## src/rtl/pin_irq_pkg.sv

```systemverilog
package pin_irq_pkg;
  localparam int TRIG_W = 3;
  localparam int BASE_W = TRIG_W - 1;

  // Low bits of the trigger code, used when the top bit is clear.
  typedef enum logic [BASE_W-1:0] {
    MODE_FALL = 2'b00,
    MODE_RISE = 2'b01,
    MODE_LOW  = 2'b10,
    MODE_HIGH = 2'b11
  } base_mode_e;

  typedef struct packed {
    logic rise;
    logic fall;
    logic now_high;
  } edge_info_t;
endpackage

```

## src/rtl/pin_edge_track.sv

```systemverilog
module pin_edge_track
  import pin_irq_pkg::*;
(
  input  logic       clk,
  input  logic       rst_n,
  input  logic       strobe,
  input  logic       level,
  output edge_info_t info,
  output logic       changed
);
  logic prev_q;

  always_ff @(posedge clk) begin
    if (!rst_n) prev_q <= 1'b0;
    else if (strobe) prev_q <= level;
  end

  always_comb begin
    info.rise     = strobe & level & ~prev_q;
    info.fall     = strobe & ~level & prev_q;
    info.now_high = level;
    changed       = info.rise | info.fall;
  end

  // the stored sample follows every strobe
  assert_prev_follows_R13: assert property (@(posedge clk) disable iff (!rst_n)
    strobe |=> (prev_q == $past(level)));
  // a stored sample holds while no strobe arrives
  assert_prev_holds_R8: assert property (@(posedge clk) disable iff (!rst_n)
    !strobe |=> $stable(prev_q));
endmodule

```

## src/rtl/pin_trig_decode.sv

```systemverilog
module pin_trig_decode
  import pin_irq_pkg::*;
(
  input  logic              int_en,
  input  logic [TRIG_W-1:0] trig_code,
  input  edge_info_t        info,
  input  logic              changed,
  output logic              hit
);
  base_mode_e base;
  logic       dual;
  logic       qual;

  always_comb begin
    dual = trig_code[TRIG_W-1];
    base = base_mode_e'(trig_code[BASE_W-1:0]);
    unique case (base)
      MODE_FALL: qual = info.fall;
      MODE_RISE: qual = info.rise;
      MODE_LOW:  qual = changed & ~info.now_high;
      MODE_HIGH: qual = changed & info.now_high;
      default:   qual = 1'b0;
    endcase
    if (dual) qual = changed;
    hit = int_en & qual;
  end
endmodule

```

## src/rtl/pin_sticky_flag.sv

```systemverilog
module pin_sticky_flag (
  input  logic clk,
  input  logic rst_n,
  input  logic set_in,
  input  logic clr_in,
  output logic flag_q,
  output logic pulse_q
);
  always_ff @(posedge clk) begin
    if (!rst_n) begin
      flag_q  <= 1'b0;
      pulse_q <= 1'b0;
    end else begin
      pulse_q <= set_in;
      if (set_in) flag_q <= 1'b1;
      else if (clr_in) flag_q <= 1'b0;
    end
  end

  // the flag is sticky without a clear
  assert_flag_sticky_R9: assert property (@(posedge clk) disable iff (!rst_n)
    (flag_q && !clr_in) |=> flag_q);
  // a clear with no set empties the flag
  assert_clear_empties_R10: assert property (@(posedge clk) disable iff (!rst_n)
    (clr_in && !set_in) |=> !flag_q);
  // a set beats a same-cycle clear
  assert_set_wins_R11: assert property (@(posedge clk) disable iff (!rst_n)
    set_in |=> (flag_q && pulse_q));
  // a pulse never shows without the flag
  assert_pulse_implies_flag_R12: assert property (@(posedge clk) disable iff (!rst_n)
    pulse_q |-> flag_q);
endmodule

```

## src/rtl/pin_irq_trigger.sv

```systemverilog
module pin_irq_trigger
  import pin_irq_pkg::*;
(
  input  logic              clk,
  input  logic              rst_n,
  input  logic              int_en,
  input  logic [TRIG_W-1:0] trig_code,
  input  logic              sample_strobe,
  input  logic              sample_level,
  input  logic              status_clr,
  output logic              irq_status,
  output logic              irq_set_pulse
);
  edge_info_t info_w;
  logic       changed_w;
  logic       hit_w;

  pin_edge_track u_edge (
    .clk     (clk),
    .rst_n   (rst_n),
    .strobe  (sample_strobe),
    .level   (sample_level),
    .info    (info_w),
    .changed (changed_w)
  );

  pin_trig_decode u_dec (
    .int_en    (int_en),
    .trig_code (trig_code),
    .info      (info_w),
    .changed   (changed_w),
    .hit       (hit_w)
  );

  pin_sticky_flag u_flag (
    .clk     (clk),
    .rst_n   (rst_n),
    .set_in  (hit_w),
    .clr_in  (status_clr),
    .flag_q  (irq_status),
    .pulse_q (irq_set_pulse)
  );

  // disabled pin never pulses
  assert_disabled_quiet_R7: assert property (@(posedge clk) disable iff (!rst_n)
    !int_en |=> !irq_set_pulse);
  // no change means no event
  assert_no_change_quiet_R8: assert property (@(posedge clk) disable iff (!rst_n)
    !changed_w |=> !irq_set_pulse);
  // top code bit fires on every change
  assert_dual_edge_R6: assert property (@(posedge clk) disable iff (!rst_n)
    (int_en && trig_code[TRIG_W-1] && changed_w) |=> irq_set_pulse);
  // falling mode fires on a fall
  assert_fall_mode_R2: assert property (@(posedge clk) disable iff (!rst_n)
    (int_en && trig_code == 3'b000 && info_w.fall) |=> irq_set_pulse);
  // rising mode fires on a rise
  assert_rise_mode_R3: assert property (@(posedge clk) disable iff (!rst_n)
    (int_en && trig_code == 3'b001 && info_w.rise) |=> irq_set_pulse);
endmodule

```

## config.mk

```make
export PLATFORM = sky130hd
export DESIGN_NAME = pin_irq_trigger
export DESIGN_NICKNAME = d
export VERILOG_FILES = /design/src/rtl/pin_irq_pkg.sv /design/src/rtl/pin_edge_track.sv /design/src/rtl/pin_trig_decode.sv /design/src/rtl/pin_sticky_flag.sv /design/src/rtl/pin_irq_trigger.sv
export SDC_FILE = /design/constraint.sdc
export NUM_CORES = 1
export LEC_CHECK = 0
export ABC_AREA = 1
export BUFFER_PORTS_ARGS = -buffer_cell sky130_fd_sc_hd__buf_2
export CAP_MARGIN = 20
export CORE_AREA = 4 4 41 43
export DETAILED_ROUTE_END_ITERATION = 16
export DIE_AREA = 0 0 45 47
export REMOVE_ABC_BUFFERS = 1
export SYNTH_ARGS = -nofsm -noshare
export SYNTH_HDL_FRONTEND = slang
export SYNTH_SLANG_ARGS = --single-unit
```

## constraint.sdc

```tcl
create_clock -name clk -period 1.45 [get_ports clk]
set_input_delay 0.2175 -clock clk [delete_from_list [all_inputs] [get_ports clk]]
set_output_delay 0.2175 -clock clk [all_outputs]
set_load 0.1 [all_outputs]
```

==> flow_summary.json, run 1 <==
{
  "status": "complete, no violations",
  "layout-drive-gt1-share_pct": 34.2,
  "antenna_found_initial": 0,
  "required_ps": 1230,
  "grt_use_total_pct": 4.82,
  "max_freq_mhz": 838,
  "grt_max_degree": 4,
  "routed_wl_um": 385,
  "syn_to_final_growth_pct": 64.4,
  "diodes": 0,
  "yosys_warnings": 0,
  "core-area_um2": 1300,
  "synth_compound_area_share_pct": 5.08,
  "hold_viol": 0,
  "fin_setup_tns_ps": 0,
  "crit_path_top_delay_cell": "buf_2",
  "cpPeakStageDelay_ps": 420,
  "synth-seq-cells": 3,
  "finalCriticalPeriod_ps": 1190,
  "clock_sinks": 3,
  "grt_first_pass_wirelength_um": 607,
  "seqCellArea_um2": 60.1,
  "dp_slack_ps": 505,
  "finClkSkew_ps": 4.73,
  "rsz0062_at_grt": "false",
  "synth_xor_area_share_pct": 0,
  "place_congestion": 0.704,
  "final-max-slew-violation-count": 0,
  "port_buffers": 10,
  "yosys.area_share.simple_pct": 41.5,
  "powerDensity_nw_per_um2": 1150,
  "p_leak_nw": 0.153,
  "post_cts_resize_count": 0,
  "crit_chain": "buf_2",
  "max-slew-margin-rel_pct": 68.0,
  "ant_nets": 0,
  "ir_drop_uv": 438,
  "path_buf_inv": 1,
  "first_pass_iters": 2,
  "setup_slack_ps": 257,
  "muxShareOfSynthArea_pct": 0,
  "cp.arrival_ps": 980,
  "path_clk_slew_ps": 40,
  "cts_hold_buf": 0,
  "die-area_um2": 2120,
  "grt_pass1_vias": 150,
  "n_fill_cell": 168,
  "post_cts_buffers": 0,
  "routed_via_density": 3.25,
  "multi_input_area_um2": 68.8,
  "cts_buffers": 3,
  "drc": 0,
  "drv_cap": 0,
  "cp-start-kind": "register",
  "clockBufferDepth": 2,
  "die_x_um": 45,
  "yosysUniqueCellTypes": 7,
  "cp-end-kind": "output port",
  "cts_tree": "done",
  "ioPinCount": 11,
  "clk_latency_ps": 240,
  "netlist_area_um2": 148,
  "routedWlPerCell_um": 7.26,
  "rows": 13,
  "overflow": 0,
  "synth_cells": 24,
  "synth_seq_area_share_pct": 40.7,
  "path_delay_family": "buffers and inverters",
  "period_share_pct": 82.3,
  "critical_path_class": "register to output port",
  "start_util_pct": 11.3,
  "root_buffer": "clkbuf_4",
  "synthAdderAreaFrac_pct": 0,
  "h-tree-depth": 1,
  "cp_max_fo": 2,
  "die_y_um": 47,
  "via_count": 172,
  "min_path_type": "input port to register",
  "synth_top_family_by_area": "simple AND/OR/NAND/NOR gates",
  "drt-initial-drc-count": 3,
  "nets": 48,
  "p_total_mw": 0.280,
  "max_slew.worst_pin.slew_ps": 484,
  "finalSetupViolCount": 0,
  "whs_ps": 218,
  "synth_area_per_cell_um2": 6.15
}
[registers in the layout (all words and copies together) (netlist names)]
signal / flops
u_flag.flag_q: 1
u_flag.pulse_q: 1
u_edge.prev_q: 1
[path summary, 6_finish.rpt]
kind / cells past startpoint / slack (ps) / startpoint / to
hold reg to reg: 2 / 460 / u_flag.flag_q / u_flag.flag_q
setup reg to reg: 5 / 650 / u_edge.prev_q / u_flag.flag_q
setup / recovery: 1 / 260 / u_flag.flag_q / irq_status
hold / removal: 2 / 220 / rst_n / u_edge.prev_q
[final cells by class]
| class | count | area share, % |
|---|---|---|
| multi-input cells | 16 | 28.4 |
| flip-flops and latches | 3 | 24.7 |
| repair buffers | 10 | 20.6 |
| clock buffers | 4 | 10.8 |
| inverters | 5 | 7.73 |
| well taps | 15 | 7.73 |
[where the power goes]
part / internal, mW / switching (mW) / total, mW
logic: 0.0152 / 0.0269 / 0.0422
clock network: 0.103 / 0.0462 / 0.150
registers: 0.0865 / 0.00163 / 0.0881
[per-stage QoR]
stage / area [µm²] / utilization, % / instances
floorplan: 148 / - / 24
global placement: 216 / 16.6 / 49
detailed placement: 216 / 16.6 / 49
CTS: 243 / 18.7 / 53
global route: 243 / 18.7 / 53
finish: 243 / 18.7 / 53
[synthesized netlist by cell type, drive strengths merged]
library cell	number	share of area, %
nand2	10	25
o21a	1	5.1
dfxtp	3	41
nand3	1	3.4
inv	5	13
nor2	3	7.6
nand3b	1	5.1
[layout by cell type, fill, tap and decap left out, drive strengths merged]
master   n
nand2   10
o21a     1
clkbuf   4
buf     10
nand3    1
nor2     3
nand3b   1
inv      5
dfxtp    3
[kinds of logic after synthesis]
logic type,count (synthesis)
and+or+nand+nor,15
buffers and inverters,5
DFF,3
AOI/OAI and AO/OA,1
[layer usage]
metal	vias up	wire length [µm]	global-route usage [%]
li1	97	-	-
met1	64	176	5.45
met2	11	127	4.52
met3	0	81	6.90
met4	0	0	1.75
met5	-	0	0
Note: power is estimated with default switching activity, not from simulation.
==> run 2: changes to the inputs <==
==> constraint.sdc (replaced) <==
create_clock -name clk -period 1.15 [get_ports clk]
set_input_delay 0.1725 -clock clk [delete_from_list [all_inputs] [get_ports clk]]
set_output_delay 0.1725 -clock clk [all_outputs]
set_load 0.1 [all_outputs]
==> flow_summary.json, run 2 (synthesized netlist as in run 1, its figures left out) <==
{
  "use_met3_pct": 5.75,
  "top_usage_layer": "met3",
  "drv_cap": 0,
  "cp-start-kind": "register",
  "drc": 0,
  "cts_buffers": 3,
  "reg.largest.list": "u_edge.prev_q (1), u_flag.flag_q (1), u_flag.pulse_q (1)",
  "cp-end-kind": "output port",
  "powerDensity_nw_per_um2": 1330,
  "crit_path_top_delay_cell": "dfxtp_1",
  "layout_commonest_cell": "nand2_1",
  "final_area_um2": 273,
  "max-slew-margin-rel_pct": 90.7,
  "grt_max_degree": 4,
  "ioPinCount": 11,
  "ant_nets": 0,
  "rows": 13,
  "grt_pass1_vias": 159,
  "routed_via_density": 3.23,
  "h-tree-depth": 1,
  "finalSetupViolCount": 0,
  "antenna_found_initial": 0,
  "cp.arrival_ps": 800,
  "crit_chain": "buf_12",
  "required_ps": 980,
  "post_cts_buffers": 0,
  "place_congestion": 0.698,
  "syn_to_final_growth_pct": 84.7,
  "finClkSkew_ps": 2.73,
  "max_freq_mhz": 1030,
  "die_y_um": 47,
  "rsz0062_at_grt": "false",
  "ir_drop_uv": 585,
  "layout-drive-gt1-share_pct": 34.2,
  "first_pass_iters": 4,
  "overflow": 0,
  "dp_slack_ps": 335,
  "nets": 48,
  "core-area_um2": 1300,
  "setup_slack_ps": 182,
  "clock_sinks": 3,
  "clockBufferDepth": 2,
  "finalCriticalPeriod_ps": 968,
  "path_clk_slew_ps": 40,
  "grt_util_met2_pct": 5.37,
  "fin_setup_tns_ps": 0,
  "grtUsageMet1_pct": 5.23,
  "p_leak_nw": 0.159,
  "status": "complete, no violations",
  "final-max-slew-violation-count": 0,
  "period_share_pct": 84.2,
  "placed_cell_area_um2": 246,
  "n_fill_cell": 155,
  "critical_path_class": "register to output port",
  "final_cell_mix": "nand2_1, buf_2, inv_1",
  "root_buffer": "clkbuf_4",
  "path_delay_family": "flip-flops",
  "port_buffers": 10,
  "cts_hold_buf": 0,
  "cts_tree": "done",
  "clk_latency_ps": 230,
  "post_cts_resize_count": 0,
  "hold_viol": 0,
  "via_count": 171,
  "grt_first_pass_wirelength_um": 614,
  "routed_wl_um": 380,
  "path_buf_inv": 1,
  "routedWlPerCell_um": 7.17,
  "drt-initial-drc-count": 2,
  "diodes": 0,
  "cp_max_fo": 2,
  "die_x_um": 45,
  "die-area_um2": 2120,
  "cpPeakStageDelay_ps": 370,
  "grt_use_total_pct": 4.74,
  "min_path_type": "input port to register",
  "start_util_pct": 11.3,
  "max_slew.worst_pin.slew_ps": 139
}
-- run 2: through the flow --
step / cells / utilization (%) / hold slack (ps) / power (mW)
after floorplan: 24 / - / 290 / 0.147
after global placement: 49 / 18.9 / 411 / 0.175
after detailed placement: 49 / 18.9 / 429 / 0.176
after CTS: 53 / 21.0 / 184 / 0.372
after global routing: 53 / 21.0 / 203 / 0.389
final: 53 / 21.0 / 192 / 0.362
-- run 2: report_power, final --
group	switching, mW	internal (mW)
Combinational	0.0345	0.0267
Clock	0.0577	0.130
Sequential	0.00373	0.109
Total	0.0960	0.266
-- run 2: layer usage --
layer	wire, µm	vias to the layer above
met2	118	11
met3	63	0
li1	-	99
met5	0	-
met4	0	0
met1	198	61
-- run 2: final timing paths --
path / start / end / depth (start not counted) / slack [ps]
worst max register to register: u_edge.prev_q / u_flag.flag_q / 5 / 360
worst min-delay path: rst_n / u_edge.prev_q / 2 / 190
worst max-delay path: u_flag.flag_q / irq_status / 1 / 180
worst min register to register: u_flag.flag_q / u_flag.flag_q / 2 / 520
-- run 2: cell type report --
cell class | instances | area (µm²) | area share, %
clock buffer | 4 | 26.3 | 9.63
inverter | 5 | 18.8 | 6.88
multi-input combinational | 16 | 68.8 | 25.2
sequential | 3 | 60.1 | 22.0
tap | 15 | 18.8 | 6.88
timing repair buffer | 10 | 80.1 | 29.4
==> run 3: changes to the inputs <==
==> constraint.sdc (replaced) <==
create_clock -name clk -period 0.8 [get_ports clk]
set_input_delay 0.12 -clock clk [delete_from_list [all_inputs] [get_ports clk]]
set_output_delay 0.12 -clock clk [all_outputs]
set_load 0.1 [all_outputs]
==> flow_summary.json, run 3 (synthesized netlist as in run 1, its figures left out) <==
{
  "layout-drive-gt1-share_pct": 50.0,
  "clockBufferDepth": 2,
  "placed_cell_area_um2": 246,
  "overflow": 0,
  "rsz0062_at_grt": "true",
  "grt_max_degree": 4,
  "whs_ps": 133,
  "place_congestion": 0.704,
  "grt_first_pass_wirelength_um": 683,
  "reg2reg_from": "u_edge.prev_q",
  "cts_hold_buf": 0,
  "max-slew-margin-rel_pct": 93.6,
  "p_leak_nw": 0.159,
  "cp-start-kind": "register",
  "seqPwrFrac_pct": 31.7,
  "antenna_found_initial": 0,
  "period_share_pct": 108,
  "final-max-slew-violation-count": 0,
  "ff2ff_setup_slack_ps": 40,
  "drt-initial-drc-count": 3,
  "p_switching_mw": 0.133,
  "via_count": 176,
  "whs_path_depth": 3,
  "root_buffer": "clkbuf_4",
  "fin_setup_tns_ps": -114,
  "dp.cells": 49,
  "r2r_cells": 5,
  "cpPeakStageDelay_ps": 340,
  "switching_share_pct": 25.7,
  "routedWlPerCell_um": 7.28,
  "cts_buffers": 3,
  "clock_sinks": 3,
  "pwr-share-clk_pct": 50.3,
  "diodes": 0,
  "grt_pass1_vias": 189,
  "path_buf_inv": 1,
  "finalSetupViolCount": 2,
  "final_area_um2": 287,
  "port_buffers": 10,
  "grt_use_total_pct": 5.21,
  "layout_commonest_cell": "nand2_1",
  "nets": 48,
  "reg2reg_to": "u_flag.flag_q",
  "post_cts_buffers": 0,
  "finalCriticalPeriod_ps": 866,
  "p_total_mw": 0.519,
  "finClkSkew_ps": 1.75,
  "crit_path_top_delay_cell": "dfxtp_2",
  "core-area_um2": 1300,
  "crit_chain": "buf_12",
  "routed_via_density": 3.32,
  "cp-end-kind": "output port",
  "drc": 0,
  "ant_nets": 0,
  "crit_cells": 1,
  "dp_slack_ps": 6.18,
  "p_comb_share_pct": 18.0,
  "max_freq_mhz": 1150,
  "internal_power_mw": 0.385,
  "first_pass_iters": 2,
  "start_util_pct": 11.3,
  "cp_max_fo": 2,
  "min_path_type": "input port to register",
  "syn_to_final_growth_pct": 94.1,
  "die-area_um2": 2120,
  "critical_path_class": "register to output port",
  "fin_util_pct": 22.0,
  "die_y_um": 47,
  "clk_latency_ps": 230,
  "reg.largest.list": "u_edge.prev_q (1), u_flag.flag_q (1), u_flag.pulse_q (1)",
  "ir_drop_uv": 725,
  "cts_tree": "done",
  "drv_cap": 0,
  "powerDensity_nw_per_um2": 1810,
  "cp.arrival_ps": 750,
  "hpwl_um": 309,
  "routed_wl_um": 386,
  "status": "finished, violations left",
  "required_ps": 680,
  "whs_endpoint": "u_flag.flag_q",
  "min_from": "status_clr",
  "violations": "setup timing",
  "h-tree-depth": 1,
  "path_delay_family": "flip-flops",
  "path_clk_slew_ps": 40,
  "final_cells": 53,
  "rows": 13,
  "ioPinCount": 11,
  "hold_viol": 0,
  "setup_slack_ps": -66.5,
  "final_cell_mix": "nand2_1, buf_2, inv_1, clkbuf_4, dfxtp_2",
  "max_slew.worst_pin.slew_ps": 95.3,
  "die_x_um": 45
}
-- run 3: cell counts in the layout (fill, tap and decap cells not counted) --
Identical to the previous run, type by type.
-- run 3: how the worst max path moves through the flow --
stage / end / start
global route: irq_status / u_flag.flag_q
CTS: irq_status / u_flag.flag_q
global placement: u_flag.flag_q / u_edge.prev_q
floorplan: u_flag.flag_q / u_flag.flag_q
detailed placement: u_flag.flag_q / u_edge.prev_q
finish: irq_status / u_flag.flag_q
-- run 3: power groups by stage --
stage               clock, mW  sequential [mW]  combinational (mW)
finish                  0.261            0.164              0.0933
global route            0.294            0.165               0.103
CTS                     0.275            0.163              0.0900
detailed placement          0            0.165              0.0881
global placement            0            0.164              0.0880
floorplan                   0            0.188              0.0233
-- run 3: layout make-up --
type	instances	area, µm²
clock buffers	4	26.3
fillers	159	1010
inverters	5	18.8
multi-input cells	16	78.8
flip-flops and latches	3	63.8
well taps	15	18.8
repair buffers	10	80.1
-- run 3: what timing repair did --
action                                  4_1_cts  5_1_grt
pin swaps                                     0        2
resized for setup                             3        4
endpoints found under the setup margin        3        4
-- run 3: routing by layer --
layer | global-route usage, % | share of wire [%] | up-vias
met4 | 5.26 | 2.8 | 0
met2 | 5.65 | 32 | 9
met1 | 5.44 | 48 | 67
met3 | 4.98 | 17 | 2
li1 | - | - | 98
met5 | 0 | 0 | -
